`src/rtl/msi_db_pkg.sv`:
```
package msi_db_pkg;

  // Per-cycle strobes from the control decode to the datapath.
  typedef struct packed {
    logic fire;  // in-range doorbell accepted this cycle
    logic drop;  // doorbell addressed a slot beyond the table
    logic load;  // base table write to an in-range slot
  } dbStrobes_t;

  // Bit offset of the slot field within a word address (byte bit 16).
  localparam int SLOT_LSB_WORD = 14;
  // Width of the word offset inside one 64 KiB sub-window.
  localparam int OFS_W = 14;

endpackage

```
`src/rtl/msiDbCtrl.sv`:
```
module msiDbCtrl
  import msi_db_pkg::*;
#(
  parameter int ADDR_W    = 20,
  parameter int NUM_SLOTS = 6,
  parameter int SLOT_W    = 3
) (
  input  logic                          clk,
  input  logic                          rstN,
  input  logic                          wrValid,
  input  logic [ADDR_W-SLOT_LSB_WORD-3:0] wrSlotField,
  input  logic                          rdEn,
  input  logic                          cfgWe,
  input  logic [SLOT_W-1:0]             cfgSlot,
  output dbStrobes_t                    strobes,
  output logic                          errSticky
);

  localparam int FIELD_W = ADDR_W - SLOT_LSB_WORD - 2;

  logic wrInRange;
  logic cfgInRange;

  // Range checks: a power-of-two table fills its whole field.
  generate
    if (NUM_SLOTS == (1 << FIELD_W)) begin : g_wrFull
      assign wrInRange = 1'b1;
    end else begin : g_wrCmp
      assign wrInRange = (wrSlotField < FIELD_W'(NUM_SLOTS));
    end
    if (NUM_SLOTS == (1 << SLOT_W)) begin : g_cfgFull
      assign cfgInRange = 1'b1;
    end else begin : g_cfgCmp
      assign cfgInRange = (cfgSlot < SLOT_W'(NUM_SLOTS));
    end
  endgenerate

  always_comb begin
    strobes.fire = wrValid && wrInRange;
    strobes.drop = wrValid && !wrInRange;
    strobes.load = cfgWe && cfgInRange;
  end

  always_ff @(posedge clk) begin
    if (!rstN) begin
      errSticky <= 1'b0;
    end else if (strobes.drop) begin
      errSticky <= 1'b1;
    end
  end

  // a dropped doorbell raises the flag on the next cycle
  p_drop_flags_r6: assert property (@(posedge clk) disable iff (!rstN)
    (wrValid && !wrInRange) |=> errSticky);

  // the flag never clears outside reset
  p_sticky_r6: assert property (@(posedge clk) disable iff (!rstN)
    errSticky |=> errSticky);

  // a read alone never counts as a dropped doorbell
  p_rd_noerr_r9: assert property (@(posedge clk) disable iff (!rstN)
    (rdEn && !wrValid && !errSticky) |=> !errSticky);

endmodule

```
`src/rtl/msiDbPath.sv`:
```
module msiDbPath
  import msi_db_pkg::*;
#(
  parameter int DATA_W    = 16,
  parameter int IRQ_W     = 16,
  parameter int NUM_SLOTS = 6,
  parameter int SLOT_W    = 3
) (
  input  logic              clk,
  input  logic              rstN,
  input  dbStrobes_t        strobes,
  input  logic [SLOT_W-1:0] wrSlot,
  input  logic [OFS_W-1:0]  wrOffset,
  input  logic [DATA_W-1:0] wrData,
  input  logic [SLOT_W-1:0] cfgSlot,
  input  logic [IRQ_W-1:0]  cfgBase,
  output logic              irqValid,
  output logic [IRQ_W-1:0]  irqNum
);

  logic [IRQ_W-1:0] baseTab [NUM_SLOTS];
  logic [IRQ_W-1:0] selBase;
  logic [IRQ_W-1:0] vecAddr;
  logic [IRQ_W-1:0] vecData;
  logic [IRQ_W-1:0] vector;

  // One base register per slot.
  generate
    for (genvar g = 0; g < NUM_SLOTS; g++) begin : g_slot
      always_ff @(posedge clk) begin
        if (!rstN) begin
          baseTab[g] <= '0;
        end else if (strobes.load && (cfgSlot == SLOT_W'(g))) begin
          baseTab[g] <= cfgBase;
        end
      end
    end
  endgenerate

  // Slot select reads the table before any same-edge load.
  always_comb begin
    selBase = '0;
    for (int i = 0; i < NUM_SLOTS; i++) begin
      if (wrSlot == SLOT_W'(i)) selBase = baseTab[i];
    end
  end

  // Per-vector offset and single-address data both feed the vector.
  assign vecAddr = IRQ_W'(wrOffset);
  assign vecData = IRQ_W'(wrData);
  assign vector  = vecAddr | vecData;

  always_ff @(posedge clk) begin
    if (!rstN) begin
      irqValid <= 1'b0;
      irqNum   <= '0;
    end else begin
      irqValid <= strobes.fire;
      if (strobes.fire) irqNum <= selBase + vector;
    end
  end

  // an accepted doorbell gives a pulse in the next cycle
  p_pulse_r5: assert property (@(posedge clk) disable iff (!rstN)
    strobes.fire |=> irqValid);

  // no accepted doorbell, no pulse
  p_no_pulse_r5: assert property (@(posedge clk) disable iff (!rstN)
    !strobes.fire |=> !irqValid);

  // the number is held while no pulse is issued
  p_hold_num_r10: assert property (@(posedge clk) disable iff (!rstN)
    !strobes.fire |=> $stable(irqNum));

endmodule

```
`src/rtl/msi_doorbell_decoder.sv`:
```
module msi_doorbell_decoder
  import msi_db_pkg::*;
#(
  parameter int ADDR_W    = 20,
  parameter int DATA_W    = 16,
  parameter int IRQ_W     = 16,
  parameter int NUM_SLOTS = 6,
  parameter int SLOT_W    = (NUM_SLOTS > 1) ? $clog2(NUM_SLOTS) : 1
) (
  input  logic              clk,
  input  logic              rstN,
  input  logic              wrValid,
  input  logic [ADDR_W-3:0] wrWordAddr,
  input  logic [DATA_W-1:0] wrData,
  input  logic              rdEn,
  output logic [DATA_W-1:0] rdData,
  input  logic              cfgWe,
  input  logic [SLOT_W-1:0] cfgSlot,
  input  logic [IRQ_W-1:0]  cfgBase,
  output logic              irqValid,
  output logic [IRQ_W-1:0]  irqNum,
  output logic              errSticky
);

  localparam int FIELD_W = ADDR_W - SLOT_LSB_WORD - 2;

  dbStrobes_t          strobes;
  logic [FIELD_W-1:0]  slotField;

  assign slotField = wrWordAddr[ADDR_W-3:SLOT_LSB_WORD];

  // The window has no readable content.
  assign rdData = '0;

  msiDbCtrl #(
    .ADDR_W    (ADDR_W),
    .NUM_SLOTS (NUM_SLOTS),
    .SLOT_W    (SLOT_W)
  ) u_ctrl (
    .clk         (clk),
    .rstN        (rstN),
    .wrValid     (wrValid),
    .wrSlotField (slotField),
    .rdEn        (rdEn),
    .cfgWe       (cfgWe),
    .cfgSlot     (cfgSlot),
    .strobes     (strobes),
    .errSticky   (errSticky)
  );

  msiDbPath #(
    .DATA_W    (DATA_W),
    .IRQ_W     (IRQ_W),
    .NUM_SLOTS (NUM_SLOTS),
    .SLOT_W    (SLOT_W)
  ) u_path (
    .clk      (clk),
    .rstN     (rstN),
    .strobes  (strobes),
    .wrSlot   (slotField[SLOT_W-1:0]),
    .wrOffset (wrWordAddr[OFS_W-1:0]),
    .wrData   (wrData),
    .cfgSlot  (cfgSlot),
    .cfgBase  (cfgBase),
    .irqValid (irqValid),
    .irqNum   (irqNum)
  );

  // a read with no write never yields a pulse
  p_rd_quiet_r9: assert property (@(posedge clk) disable iff (!rstN)
    (rdEn && !wrValid) |=> !irqValid);

endmodule

```
`config.mk`:
```
export PLATFORM = sky130hd
export DESIGN_NAME = msi_doorbell_decoder
export DESIGN_NICKNAME = d
export VERILOG_FILES = /design/src/rtl/msi_db_pkg.sv /design/src/rtl/msiDbCtrl.sv /design/src/rtl/msiDbPath.sv /design/src/rtl/msi_doorbell_decoder.sv
export SDC_FILE = /design/constraint.sdc
export NUM_CORES = 1
export LEC_CHECK = 0
export ABC_AREA = 1
export BUFFER_PORTS_ARGS = -buffer_cell sky130_fd_sc_hd__buf_2
export CAP_MARGIN = 20
export CORE_MARGIN = 2
export CORE_UTILIZATION = 53
export CTS_BUF_LIST = sky130_fd_sc_hd__clkbuf_4 sky130_fd_sc_hd__clkbuf_8
export DETAILED_ROUTE_END_ITERATION = 12
export HOLD_SLACK_MARGIN = 0.06
export PLACE_DENSITY = 0.78
export SETUP_SLACK_MARGIN = 0.02
export SLEW_MARGIN = 20
export SYNTH_ARGS = -nofsm -noshare
export SYNTH_HDL_FRONTEND = slang
export SYNTH_SLANG_ARGS = --single-unit
```
`constraint.sdc`:
```
create_clock -name clk -period 2.4 [get_ports clk]
set_input_delay 0.12 -clock clk [delete_from_list [all_inputs] [get_ports clk]]
set_output_delay 0.12 -clock clk [all_outputs]
set_load 0.02 [all_outputs]
```
==> results of run 1 <==
## Yosys cell counts
| cell | number | area (µm²) |
|---|---|---|
| nand3_2 | 1 | 10.0 |
| o221ai_1 | 1 | 8.76 |
| o21ai_0 | 26 | 130 |
| inv_2 | 3 | 11.3 |
| edfxtp_1 | 96 | 2880 |
| clkbuf_1 | 12 | 45.0 |
| o211ai_1 | 5 | 37.5 |
| nand3_1 | 57 | 285 |
| buf_1 | 2 | 7.51 |
| nor2_2 | 2 | 12.5 |
| or2_2 | 14 | 87.6 |
| fa_1 | 1 | 20.0 |
| nand4_1 | 24 | 150 |
| a21oi_1 | 26 | 130 |
| inv_1 | 49 | 184 |
| o21a_1 | 2 | 15.0 |
| nand2_1 | 118 | 443 |
| xor2_1 | 7 | 61.3 |
| o21bai_1 | 4 | 30.0 |
| and2_1 | 1 | 6.26 |
| nor3_4 | 1 | 16.3 |
| a21o_1 | 1 | 7.51 |
| nor3_1 | 1 | 5.00 |
| or2_0 | 1 | 6.26 |
| conb_1 | 1 | 3.75 |
| a32oi_1 | 4 | 35.0 |
| ha_1 | 15 | 188 |
| buf_2 | 6 | 30.0 |
| buf_4 | 17 | 128 |
| dfxtp_1 | 18 | 360 |
| nor2_1 | 122 | 458 |
## path summary, 6_finish.rpt
| path | slack (ps) | start | end | cells past startpoint |
|---|---|---|---|---|
| max | 80 | u_path.baseTab[0][3]$_SDFFCE_PN0P_ | u_path.irqNum[14]$_SDFFE_PN0P_ | 13 |
| min | 90 | cfgBase[5] | u_path.baseTab[1][21]$_SDFFCE_PN0P_ | 3 |
| min reg2reg | 470 | u_path.irqNum[0]$_SDFFE_PN0P_ | u_path.irqNum[0]$_SDFFE_PN0P_ | 2 |
| max reg2reg | 80 | u_path.baseTab[0][3]$_SDFFCE_PN0P_ | u_path.irqNum[14]$_SDFFE_PN0P_ | 13 |
## metrics by stage
stage / power, W / hold slack [ps]
finish: 0.00522 / 86.9
global route: 0.00542 / 89.4
floorplan: 0.00292 / 265
CTS: 0.00510 / 70.2
detailed placement: 0.00328 / 418
global placement: 0.00324 / 395
## flip-flops by register name, summed over array words and instances, names as in the netlist
| name | cells |
|---|---|
| u_path.irqNum | 16 |
| u_path.baseTab | 96 |
| u_ctrl.errSticky | 1 |
| u_path.irqValid | 1 |
## routing by layer
metal	part of all wire (%)	track usage, %	vias up	wire [µm]
li1	-	-	2385	-
met1	40	30.9	2302	5830
met2	50	41.6	252	7190
met3	7.1	4.88	36	1030
met4	2.7	10.3	0	389
met5	0	0	-	0
## tightest hold or removal path: stages
cell and delay (ps):
buf_2 70, inv_1 90, nor2_1 110
## layout make-up
cell class                      count  area (µm²)
Timing Repair Buffer              129         841
Sequential cell                   114        3240
Clock buffer                       18         241
Fill cell                         803        3490
Clock inverter                     14         165
Multi-Input combinational cell    450        2400
Inverter                           52         195
Tap cell                          140         175
## cell families (layout without fill, tap and decap cells)
| kind of cell | count (synthesis) | in the layout |
|---|---|---|
| simple gates | 342 | 342 |
| compound gates | 69 | 69 |
| flops | 114 | 114 |
| xor+xnor | 7 | 7 |
| fa+ha+maj | 16 | 16 |
| other cells | 1 | 16 |
| buf+inv | 89 | 213 |
## where the power goes
group / internal [W] / leakage (nW) / switching [W]
clock network: 0.00103 / 0.195 / 0.000802
registers: 0.00228 / 1.08 / 0.0000446
logic: 0.000437 / 1.94 / 0.000631
## timing repair
item,in CTS,in global routing
hold buffers,3,0
endpoints found under the setup margin,3,12
pin swaps,1,22
gates resized for setup,5,38
gates cloned,0,0
endpoints found under the hold margin,2,0
setup buffers,0,2
==> flow_summary.toml, run 1 <==
[clocking]
clkSinkCount = 114
clk_pin_slew_worst_paths_ps = 70
cts.root.buffer_cell = "clkbuf_8"
cts.path.max_buffers = 2
insertion_delay_ps = 430
cts_tree = "yes"
numCtsBuffers = 17
htreeDepth = 4

[worst_setup_path]
crit_path_cell_trace = "nand3_2, nand3_2, o21ai_2, nand4_1, ha_4, a21oi_1, buf_4, o211ai_1, nand3_1, nand3_1, nand2_1, nor2_2, nor2_1"
worstPathArrival_ps = 2640
cp_max_fo = 4
largest_stage_delay_on_the_critical_path_ps = 390
criticalPathCategory = "register to register"
required_arrival_time_at_the_worst_endpoint_ps = 2720
critical_path.slowest_cell = "edfxtp_1"
worstSetupStartpointType = "register"
critPathTopFamily = "simple AND/OR/NAND/NOR gates"
critical_path.endpoint_type = "register"
worst-path-buf-inv = 1

[timing]
max-slew-margin-rel_pct = 50.5
rsz0062_at_grt = "yes"
final.setup_skew_ps = 7.16
timing.final.setup_violations = 0
report.final.hold_viol_count = 0
layout_worst_path_cycle_share_pct = 96.7
worstMarginPinSlew_ps = 740
layout_min_cycle_time_ps = 2320
final_critical_path_setup_slack_ps = 80.4
fin_setup_tns_ps = 0
number_of_slew_limit_violations_in_the_final_report = 0
fmax_ghz = 0.431

[layout]
post-route-util_pct = 67.5
layout.nets = 838
final_layout_size_suffix_gt1_share_pct = 27.2
final_cells = 917
mostFrequentLayoutCell = "nor2_1"
diodes = 0
relative_area_change_from_synthesis_to_final_layout_pct = 25.2
commonest_non_fill_non_tap_cells_in_the_layout = "nor2_1 (118), nand2_1 (114), edfxtp_1 (96), buf_2 (74), nand3_1 (53)"
final_design_area_no_fill_mm2 = 0.00726

[placed_design]
place.gp.congestion = 0.904
dp_worst_setup_slack_ps = -216
placed_cell_area_mm2 = 0.00661
placedCellCount = 880
buffers_on_ports = 74
hpwl_mm = 9.92

[yosys]
synth_compound_area_share_pct = 6.80
flip_flop_and_latch_count_after_synthesis = 114
largest_family_of_logic_cells_by_synthesized_area = "simple AND/OR/NAND/NOR gates"
post_synth_xor_area_fraction_pct = 1.06
syn-instance-count = 638
synthesized_area_fraction_occupied_by_adder_cells_pct = 3.58
syn_area_per_cell_um2 = 9.08
seq_area_frac_synth_pct = 56.0
synth.yosys.warnings = 0
muxShareOfSynthArea_pct = 0
post_synth_num_cell_types = 31
synth_simple_gate_area_share_pct = 25.5
synth.cell_area_mm2 = 0.00580

[route]
avgViaCountPerCell = 5.43
vias = 4975
drc = 0
drtPass1Iterations = 5
detail_route.wirelength_mm = 14.4
drt-wirelength-per-cell_um = 15.7
final_antenna_net_count = 0
drt_first_iter_violations = 408

[grt]
global_route_wire_length_before_repair_mm = 22.0
first_global_vias = 4612
gr-usage-all-layers_pct = 24.6
grt_antenna_before_repair = 0
grt_overflow = 0
grt_start_max_net_pins = 29

[floorplan]
rows = 38
die_w_um = 109
io_pins = 92
fp.dieH_um = 109
initial_utilization_pct = 53.9
die-area_mm2 = 0.0118
core-area_mm2 = 0.0107

[pwr]
power.static_leakage_nw = 3.21
power_density_normalized_to_cell_area_mw_per_mm2 = 720
peakVddDrop_uv = 301

[min_path]
worst_hold_path_class = "input port to register"

[run_status]
outcome = "complete, no violations"

[run]
cap_viol_max_count = 0
Power figures use the tool's default switching activity.
==> run 2: changes to the inputs <==
- CORE_UTILIZATION: 53 -> 61
- PLACE_DENSITY: 0.78 -> 0.85
- clock period: 2.4 -> 2.85 ns (I/O delays scaled with it)
==> flow_summary.toml, run 2 (same netlist as run 1, synthesis figures left out) <==
[route]
vias = 4985
avgViaCountPerCell = 5.74
detail_route.wirelength_mm = 14.3
drtPass1Iterations = 6
final_antenna_net_count = 0
drt_first_iter_violations = 484
drc = 0
drt-wirelength-per-cell_um = 16.5

[floorplan]
io_pins = 92
fp.dieH_um = 101
die_w_um = 101
die-area_mm2 = 0.0103
core-area_mm2 = 0.00924
initial_utilization_pct = 62.7
rows = 35

[layout]
commonest_non_fill_non_tap_cells_in_the_layout = "nor2_1 (122), nand2_1 (118), edfxtp_1 (96), buf_2 (74), nand3_1 (57)"
final_cells = 869
diodes = 0
filler_instances = 661
largest_register_ffs = 96
register_with_the_most_flip_flops = "u_path.baseTab"
final_layout_size_suffix_gt1_share_pct = 19.2
mostFrequentLayoutCell = "nor2_1"
relative_area_change_from_synthesis_to_final_layout_pct = 15.3
biggestRegsByFlops = "u_path.baseTab (96), u_path.irqNum (16)"
layout.nets = 801

[grt]
gr-usage-met2_pct = 47.3
grt_antenna_before_repair = 0
gr-usage-all-layers_pct = 28.2
grt_overflow = 0
use_met1_pct = 34.2
busiest_metal_layer_after_global_routing = "met2"
global_route_wire_length_before_repair_mm = 21.8
grt_start_max_net_pins = 29
first_global_vias = 4619
grtUsageMet3_pct = 7.25

[clocking]
cts_resized = 0
cts.root.buffer_cell = "clkbuf_8"
insertion_delay_ps = 440
post-cts-setup-buffers = 0
hold_buffers = 2
cts.path.max_buffers = 2
numCtsBuffers = 17
clk_pin_slew_worst_paths_ps = 80
htreeDepth = 4
clkSinkCount = 114
cts_tree = "yes"

[placed_design]
buffers_on_ports = 74
placedCellCount = 835
dp_worst_setup_slack_ps = 152
hpwl_mm = 9.51
place.gp.congestion = 0.974

[pwr]
peakVddDrop_uv = 334
power.static_leakage_nw = 2.97
pwr-share-clk_pct = 34.3
swShare_pct = 31.1
power_switching_w = 0.00125
internal_power_w = 0.00277
pwr-share-seq_pct = 48.6
power.combinational.fraction_pct = 17.1
power_density_normalized_to_cell_area_mw_per_mm2 = 601

[timing]
max-slew-margin-rel_pct = 37.8
worstMarginPinSlew_ps = 931
fin_setup_tns_ps = 0
fmax_ghz = 0.405
final.setup_skew_ps = 11.9
number_of_slew_limit_violations_in_the_final_report = 0
report.final.hold_viol_count = 0
final_critical_path_setup_slack_ps = 381
layout_worst_path_cycle_share_pct = 86.6
layout_min_cycle_time_ps = 2470
timing.final.setup_violations = 0
rsz0062_at_grt = "no"

[min_path]
worst_hold_path_class = "input port to register"

[worst_setup_path]
worstSetupStartpointType = "register"
required_arrival_time_at_the_worst_endpoint_ps = 3220
worstPathArrival_ps = 2840
critical_path.endpoint_type = "register"
criticalPathCategory = "register to register"
cp_max_fo = 5

[run_status]
outcome = "complete, no violations"

[run]
cap_viol_max_count = 0
==> run 2: final cells by class <==
cell class                 count  area (µm²)  area share, %
timing repair buffer          92         523           7.82
tap                          129         161           2.41
sequential                   114        3240           48.5
multi-input combinational    450        2200           33.0
clock inverter                15         125           1.87
inverter                      52         195           2.92
clock buffer                  17         234           3.50
==> run 2: power groups by stage <==
stage                     Sequential, W  Clock [W]  Combinational (W)
after floorplan                 0.00200          0           0.000457
after global placement          0.00198          0           0.000649
after detailed placement        0.00199          0           0.000670
after CTS                       0.00195    0.00137           0.000678
after global routing            0.00196    0.00143           0.000757
final                           0.00195    0.00138           0.000688
==> run 2: path summary, 6_finish.rpt <==
check        cells past startpoint                             endpoint  slack [ps]                                from
max                             14        u_path.irqNum[9]$_SDFFE_PN0P_         380  u_path.baseTab[0][2]$_SDFFCE_PN0P_
min                              3  u_path.baseTab[0][12]$_SDFFCE_PN0P_          80                         cfgBase[12]
max reg2reg                     14        u_path.irqNum[9]$_SDFFE_PN0P_         380  u_path.baseTab[0][2]$_SDFFCE_PN0P_
min reg2reg                      2        u_path.irqNum[9]$_SDFFE_PN0P_         470       u_path.irqNum[9]$_SDFFE_PN0P_
==> run 2: worst max-delay path, cell delays in order, from the launching register on <==
cell	delay [ps]
edfxtp_1	380
a32oi_1	240
nand3_1	110
a21oi_1	170
nand2_1	90
ha_1	380
nand3_1	100
nand2_1	110
nand2_1	60
nand3_1	120
inv_1	80
o21ai_0	190
xor2_1	250
nand2_1	80
nand2_1	60
==> run 2: routing by layer <==
| metal | share of wire, % | routed length [µm] | vias up |
|---|---|---|---|
| li1 | - | - | 2315 |
| met1 | 37 | 5370 | 2292 |
| met2 | 48 | 6930 | 334 |
| met3 | 12 | 1690 | 44 |
| met4 | 2.4 | 337 | 0 |
| met5 | 0 | 0 | - |
==> run 2: per-stage QoR <==
| step | util, % | hold slack (ps) | instance area (µm²) | total power (W) |
|---|---|---|---|---|
| floorplan | - | 287 | 5850 | 0.00246 |
| global placement | 68.2 | 406 | 6310 | 0.00263 |
| detailed placement | 68.2 | 428 | 6310 | 0.00266 |
| CTS | 72.3 | 72.7 | 6690 | 0.00400 |
| global route | 72.3 | 90.0 | 6690 | 0.00415 |
| finish | 72.3 | 76.0 | 6690 | 0.00402 |
